### config.mk
export PLATFORM = sky130hd
export DESIGN_NAME = cpu_port_decay
export DESIGN_NICKNAME = d
export VERILOG_FILES = /design/src/rtl/cpu_port_pkg.sv /design/src/rtl/cpu_port_decay_cell.sv /design/src/rtl/cpu_port_bank_watch.sv /design/src/rtl/cpu_port_decay.sv
export SDC_FILE = /design/constraint.sdc
export NUM_CORES = 1
export LEC_CHECK = 0
export BUFFER_PORTS_ARGS = -buffer_cell sky130_fd_sc_hd__buf_2
export CAP_MARGIN = 20
export CORE_MARGIN = 4
export CORE_UTILIZATION = 45
export CTS_CLUSTER_DIAMETER = 150
export CTS_CLUSTER_SIZE = 28
export DETAILED_ROUTE_END_ITERATION = 10
export GPL_TIMING_DRIVEN = 0
export MAX_ROUTING_LAYER = met4
export PLACE_DENSITY_LB_ADDON = 0.1
export SLEW_MARGIN = 20
export SYNTH_ARGS = -nofsm -noshare
export SYNTH_HDL_FRONTEND = slang
export SYNTH_SLANG_ARGS = --single-unit
### constraint.sdc
create_clock -name clk -period 2.3 [get_ports clk]
set_input_delay 0.46 -clock clk [delete_from_list [all_inputs] [get_ports clk]]
set_output_delay 0.46 -clock clk [all_outputs]
set_load 0.02 [all_outputs]
### src/rtl/cpu_port_pkg.sv
package cpu_port_pkg;

   typedef enum logic {
      REG_DIR  = 1'b0,
      REG_DATA = 1'b1
   } port_reg_e;

   localparam int unsigned PORT_W_DEF   = 8;
   localparam int unsigned FLOAT_LO_DEF = 6;
   localparam int unsigned BANK_W_DEF   = 3;

endpackage

### src/rtl/cpu_port_decay_cell.sv
module cpu_port_decay_cell #(
   parameter int unsigned DECAY_CYCLES = 350000,
   localparam int unsigned CNT_W = $clog2(DECAY_CYCLES + 1)
) (
   input  logic clk,
   input  logic rst_n,
   input  logic cyc_en,
   input  logic load,
   input  logic load_val,
   output logic held
);

   localparam logic [CNT_W-1:0] CNT_FULL = CNT_W'(DECAY_CYCLES);
   localparam logic [CNT_W-1:0] CNT_LAST = CNT_W'(1);

   logic [CNT_W-1:0] cnt_q;
   logic             live_q;

   generate
      if (DECAY_CYCLES < 1) begin : g_bad_decay
         $error("DECAY_CYCLES must be at least 1");
      end
   endgenerate

   always_ff @(posedge clk) begin
      if (!rst_n) begin
         cnt_q  <= '0;
         live_q <= 1'b0;
         held   <= 1'b0;
      end else if (load) begin
         cnt_q  <= CNT_FULL;
         live_q <= 1'b1;
         held   <= load_val;
      end else if (live_q && cyc_en) begin
         if (cnt_q == CNT_LAST) begin
            cnt_q  <= '0;
            live_q <= 1'b0;
            held   <= 1'b0;
         end else begin
            cnt_q <= cnt_q - CNT_LAST;
         end
      end
   end

   // every load restarts the full window
   assert_load_restart_R11: assert property (@(posedge clk) disable iff (!rst_n)
      load |=> (live_q && cnt_q == CNT_FULL));

   // an idle cell holds no charge
   assert_idle_zero_R6: assert property (@(posedge clk) disable iff (!rst_n)
      !live_q |-> !held);

   // gated cycles do not advance the timer
   assert_pause_R6: assert property (@(posedge clk) disable iff (!rst_n)
      (!cyc_en && !load) |=> $stable(cnt_q));

   // without a load the retained value can only fall to 0
   assert_no_spurious_R4: assert property (@(posedge clk) disable iff (!rst_n)
      !load |=> (held == $past(held) || !held));

endmodule

### src/rtl/cpu_port_bank_watch.sv
module cpu_port_bank_watch #(
   parameter int unsigned          BANK_W   = 3,
   parameter logic [BANK_W-1:0]    RST_BANK = '1
) (
   input  logic              clk,
   input  logic              rst_n,
   input  logic [BANK_W-1:0] bank_now,
   output logic              bank_chg
);

   logic [BANK_W-1:0] bank_seen_q;

   always_ff @(posedge clk) begin
      if (!rst_n) bank_seen_q <= RST_BANK;
      else        bank_seen_q <= bank_now;
   end

   assign bank_chg = (bank_now != bank_seen_q);

endmodule

### src/rtl/cpu_port_decay.sv
module cpu_port_decay
   import cpu_port_pkg::*;
#(
   parameter int unsigned     PORT_W       = PORT_W_DEF,
   parameter int unsigned     FLOAT_LO     = FLOAT_LO_DEF,
   parameter int unsigned     BANK_W       = BANK_W_DEF,
   parameter int unsigned     DECAY_CYCLES = 350000,
   parameter logic [7:0]      DATA_RST     = 8'h3F,
   localparam int unsigned    PIN_W        = FLOAT_LO
) (
   input  logic              clk,
   input  logic              rst_n,
   input  logic              cyc_en,
   input  logic              acc_we,
   input  logic              acc_addr,
   input  logic [PORT_W-1:0] acc_wdata,
   input  logic [PORT_W-1:0] vbus_last,
   input  logic [PIN_W-1:0]  pin_in,
   output logic [PORT_W-1:0] rd_data,
   output logic [BANK_W-1:0] bank_sel,
   output logic              bank_chg,
   output logic [PORT_W-1:0] shadow_lo,
   output logic [PORT_W-1:0] shadow_hi
);

   localparam logic [PORT_W-1:0] DATA_INIT = PORT_W'(DATA_RST);
   localparam logic [PORT_W-1:0] BANK_ALL  = ~'0 | DATA_INIT;
   localparam logic [BANK_W-1:0] BANK_INIT = BANK_ALL[BANK_W-1:0];

   generate
      if (FLOAT_LO < 1 || FLOAT_LO >= PORT_W) begin : g_bad_float
         $error("FLOAT_LO must leave at least one pin bit and one floating bit");
      end
      if (BANK_W < 1 || BANK_W > FLOAT_LO) begin : g_bad_bank
         $error("BANK_W must fit in the pin bits");
      end
   endgenerate

   port_reg_e         sel;
   logic              wr_dir;
   logic              wr_dat;
   logic [PORT_W-1:0] dir_q;
   logic [PORT_W-1:0] data_q;
   logic [PORT_W-1:0] held_v;
   logic [PORT_W-1:0] port_view;
   logic [PORT_W-1:0] bank_wide;

   assign sel    = port_reg_e'(acc_addr);
   assign wr_dir = acc_we && (sel == REG_DIR);
   assign wr_dat = acc_we && (sel == REG_DATA);

   // register file and shadow RAM bytes
   always_ff @(posedge clk) begin
      if (!rst_n) begin
         dir_q     <= '0;
         data_q    <= DATA_INIT;
         shadow_lo <= '0;
         shadow_hi <= '0;
      end else begin
         if (wr_dir) begin
            dir_q     <= acc_wdata;
            shadow_lo <= vbus_last;
         end
         if (wr_dat) begin
            data_q    <= acc_wdata;
            shadow_hi <= vbus_last;
         end
      end
   end

   // per-bit read path: pins below FLOAT_LO, retained charge above
   generate
      for (genvar i = 0; i < PORT_W; i++) begin : g_bit
         if (i < FLOAT_LO) begin : g_pin
            assign held_v[i]    = 1'b0;
            assign port_view[i] = dir_q[i] ? data_q[i] : pin_in[i];
         end else begin : g_float
            logic ld;
            logic ld_val;
            assign ld     = (wr_dat && dir_q[i]) ||
                            (wr_dir && dir_q[i] && !acc_wdata[i]);
            assign ld_val = wr_dat ? acc_wdata[i] : data_q[i];

            cpu_port_decay_cell #(
               .DECAY_CYCLES(DECAY_CYCLES)
            ) u_cell (
               .clk     (clk),
               .rst_n   (rst_n),
               .cyc_en  (cyc_en),
               .load    (ld),
               .load_val(ld_val),
               .held    (held_v[i])
            );

            assign port_view[i] = dir_q[i] ? data_q[i] : held_v[i];

            // a data write onto an input bit leaves its retained value
            assert_input_write_R4: assert property (@(posedge clk) disable iff (!rst_n)
               (wr_dat && !dir_q[i]) |=> (held_v[i] == $past(held_v[i]) || !held_v[i]));
         end
      end
   endgenerate

   assign rd_data   = (sel == REG_DIR) ? dir_q : port_view;
   assign bank_wide = ~dir_q | data_q;
   assign bank_sel  = bank_wide[BANK_W-1:0];

   cpu_port_bank_watch #(
      .BANK_W  (BANK_W),
      .RST_BANK(BANK_INIT)
   ) u_bank (
      .clk     (clk),
      .rst_n   (rst_n),
      .bank_now(bank_sel),
      .bank_chg(bank_chg)
   );

   // the shadow byte takes the video bus, not the write data
   assert_shadow_lo_R10: assert property (@(posedge clk) disable iff (!rst_n)
      wr_dir |=> (shadow_lo == $past(vbus_last)));

   assert_shadow_hi_R10: assert property (@(posedge clk) disable iff (!rst_n)
      wr_dat |=> (shadow_hi == $past(vbus_last)));

   // no write, no change pulse in the following cycle
   assert_quiet_pulse_R9: assert property (@(posedge clk) disable iff (!rst_n)
      !acc_we |=> !bank_chg);

   // banking code moves only after a port write
   assert_bank_stable_R8: assert property (@(posedge clk) disable iff (!rst_n)
      !acc_we |=> $stable(bank_sel));

endmodule

==> metrics.cfg <==
[timing]
fin_skew_ns=0.00938
finalCriticalPeriod_ns=2.21
min_period_over_period=0.961
slew_headroom=0.563
final_hold_viol_count=0
rsz0062_at_grt=false
finalSetupViolCount=0
worst_pin_slew_ns=0.656
drv_slew=0
clock.fmax_mhz=452

[min_path]
hold_path.startpoint=acc_wdata[0]
holdPathStages=3
whs_endpoint=data_q[0]
hold_class=input port to flip-flop

[setup_path]
crit_type=flip-flop to flip-flop
reg2reg_slack_ns=0.09
crit_slowest_cell=or4_4
critical_path_buf_inv_count=1
r2r-end=g_bit[6].g_float.u_cell.cnt_q[17]
cp.arrival_ns=2.45
cp_max_fo=9
crit_chain=or4_4 > or2_1 > or4_1 > buf_2 > nand3_2 > nor2_1
slowest_delay_ns=0.57
startpoint=g_bit[6].g_float.u_cell.cnt_q[12]
path_depth=6
worstSetupStartpointType=flip-flop
crit_required_ns=2.54
cp_top_family=simple AND/OR/NAND/NOR gates
r2r_cells=6
r2r-start=g_bit[6].g_float.u_cell.cnt_q[12]
endpoint_kind=flip-flop

[final_layout]
final_common_cell=nand2_1
nets=517
area_delta_synth_final_pct=19.0
diodes=0
fin_cells=590
layout_common_cells=nand2_1, dfxtp_1, buf_2, a21oi_1, nor2_1
drive_gt1_frac=0.173

[synth]
yosysSeqAreaShare=0.455
yosys_warnings=0
avgSynthCellArea_sq_um=8.00
synth_cell_types=42
syn_nets=454
synth_top_cell_area_share=0.455
synth-edff-count=0
synth_top_flop_cell=dfxtp_1
syn_inst=423
postSynth.asyncResetShare=0
synth_largest_area_cell=dfxtp_1
ys_ff_latch=77
netlist_top_cells_area=dfxtp_1, nand2_1, a21oi_1
synth_area_sq_mm=0.00339

[cts]
cts_tree=built
cts_root_buffer=clkbuf_8
post-cts-setup-buffers=0
clockBufferDepth=2
path_clk_slew_ns=0.08
cts.sinks=77
numCtsBuffers=9
ctsHtreeMaxLevel=3
clock_latency_ns=0.35

[global_routing]
overflow=0
grt_pass1_wl_um=13300
grt_start_max_net_pins=15
antenna_found_initial=0
grt_pass1_vias=2882
track_usage=0.191

[power]
leakage_nw=1.61
powerDensity_mw_per_mm2=725
p_total_w=0.00292
peakVddDrop_uv=386

[floorplanning]
start_util=0.464
dieWidth_um=94.7
rows=31
dieHeight_um=94.7
core_area_sq_mm=0.00729
dieArea_sq_mm=0.00898
io_pins=55

[placement]
hpwl_um=5580
gp_congestion=0.803
dp_cells=574
port_buffers=52

[status]
status=completed

[routing]
vias=3061
routed_wirelength_um=7870
drcViolationCount=0
wl_per_cell_um=13.3
first_iter_violations=97
viasPerCell=5.19
first_pass_iters=5
drt.antenna.violating_nets=0

[job]
maxCapViolCount=0

-- Yosys cell counts (all sizes together), types with 6 or more instances --
master / instances
nor4: 6
or4: 9
inv: 14
o21ai: 10
nor2: 36
xor2: 8
nand3: 10
a21oi: 46
nand2: 87
dfxtp: 77
nor3: 15
clkbuf: 14
xnor2: 17
a31oi: 13
or3: 13
-- power by group --
part / internal, W / total, W / switching [W]
registers: 0.00139 / 0.00143 / 0.0000430
clock network: 0.000616 / 0.00114 / 0.000523
logic: 0.000133 / 0.000353 / 0.000220
-- metal layers --
metal / vias up / GRT usage / wire, um
met1: 1393 / 0.250 / 3740
met5: - / - / 0
met4: 0 / 0.0553 / 89
met3: 8 / 0.0438 / 511
li1: 1580 / - / -
met2: 80 / 0.295 / 3530
-- state kept, by name, summed over array words and instances, names as in the netlist --
register,flops
dir_q,8
u_bank.bank_seen_q,3
data_q,8
g_bit.g_float.u_cell.live_q,2
g_bit.g_float.u_cell.cnt_q,38
g_bit.g_float.u_cell.held,2
shadow_hi,8
shadow_lo,8
-- stage by stage --
stage / TNS, ns / area [sq um] / worst slack [ns] / hold slack, ns / utilization
floorplan: 0 / 3390 / 0.262 / 0.441 / -
global placement: -0.127 / 3770 / -0.0160 / 0.439 / 0.517
detailed placement: 0 / 3770 / 0.00245 / 0.447 / 0.517
CTS: 0 / 4000 / 0.0245 / 0.327 / 0.548
global route: 0 / 4030 / 0.00824 / 0.344 / 0.553
finish: 0 / 4030 / 0.0895 / 0.340 / 0.553
-- worst register-to-register path: cells and delay by family, from the launching register on --
| family | cells | cell delay (ns) |
|---|---|---|
| buf+inv | 1 | 0.17 |
| simple gates | 5 | 1.56 |
| flops | 1 | 0.37 |
-- how the worst max path moves through the flow --
stage,to,slack (ns)
3_5_place_dp,g_bit[7].g_float.u_cell.cnt_q[7],0.002
3_3_place_gp,g_bit[7].g_float.u_cell.cnt_q[17],-0.02
4_1_cts,g_bit[7].g_float.u_cell.cnt_q[8],0.02
5_1_grt,g_bit[6].g_float.u_cell.cnt_q[2],0.008
6_report,g_bit[6].g_float.u_cell.cnt_q[17],0.09
2_1_floorplan,g_bit[6].g_float.u_cell.held,0.26
-- cell type report --
class | instances | area [sq um]
timing repair buffer | 52 | 260
clock buffer | 9 | 124
multi-input combinational | 314 | 1760
sequential | 77 | 1540
fill | 731 | 3260
buffer | 18 | 71.3
clock inverter | 7 | 97.6
tap | 99 | 124
inverter | 14 | 52.6
-- timing repair --
| item | in CTS | in global routing |
|---|---|---|
| gates resized for setup | 1 | 6 |
| setup endpoints to repair | 4 | 36 |
| gates cloned | 0 | 0 |
| hold buffers | 0 | 0 |
-- cells by family after synthesis --
| kind of cell | count (synthesis) | share of synthesized area |
|---|---|---|
| multiplexers | 2 | 0.00591 |
| adder cells (fa/ha/maj) | 4 | 0.0148 |
| flip-flops | 77 | 0.455 |
| AO/OA/AOI/OAI | 84 | 0.142 |
| buffers and inverters | 32 | 0.0362 |
| AND/OR/NAND/NOR | 199 | 0.281 |
| XOR/XNOR | 25 | 0.0647 |
(Power assumes the default switching activity.)
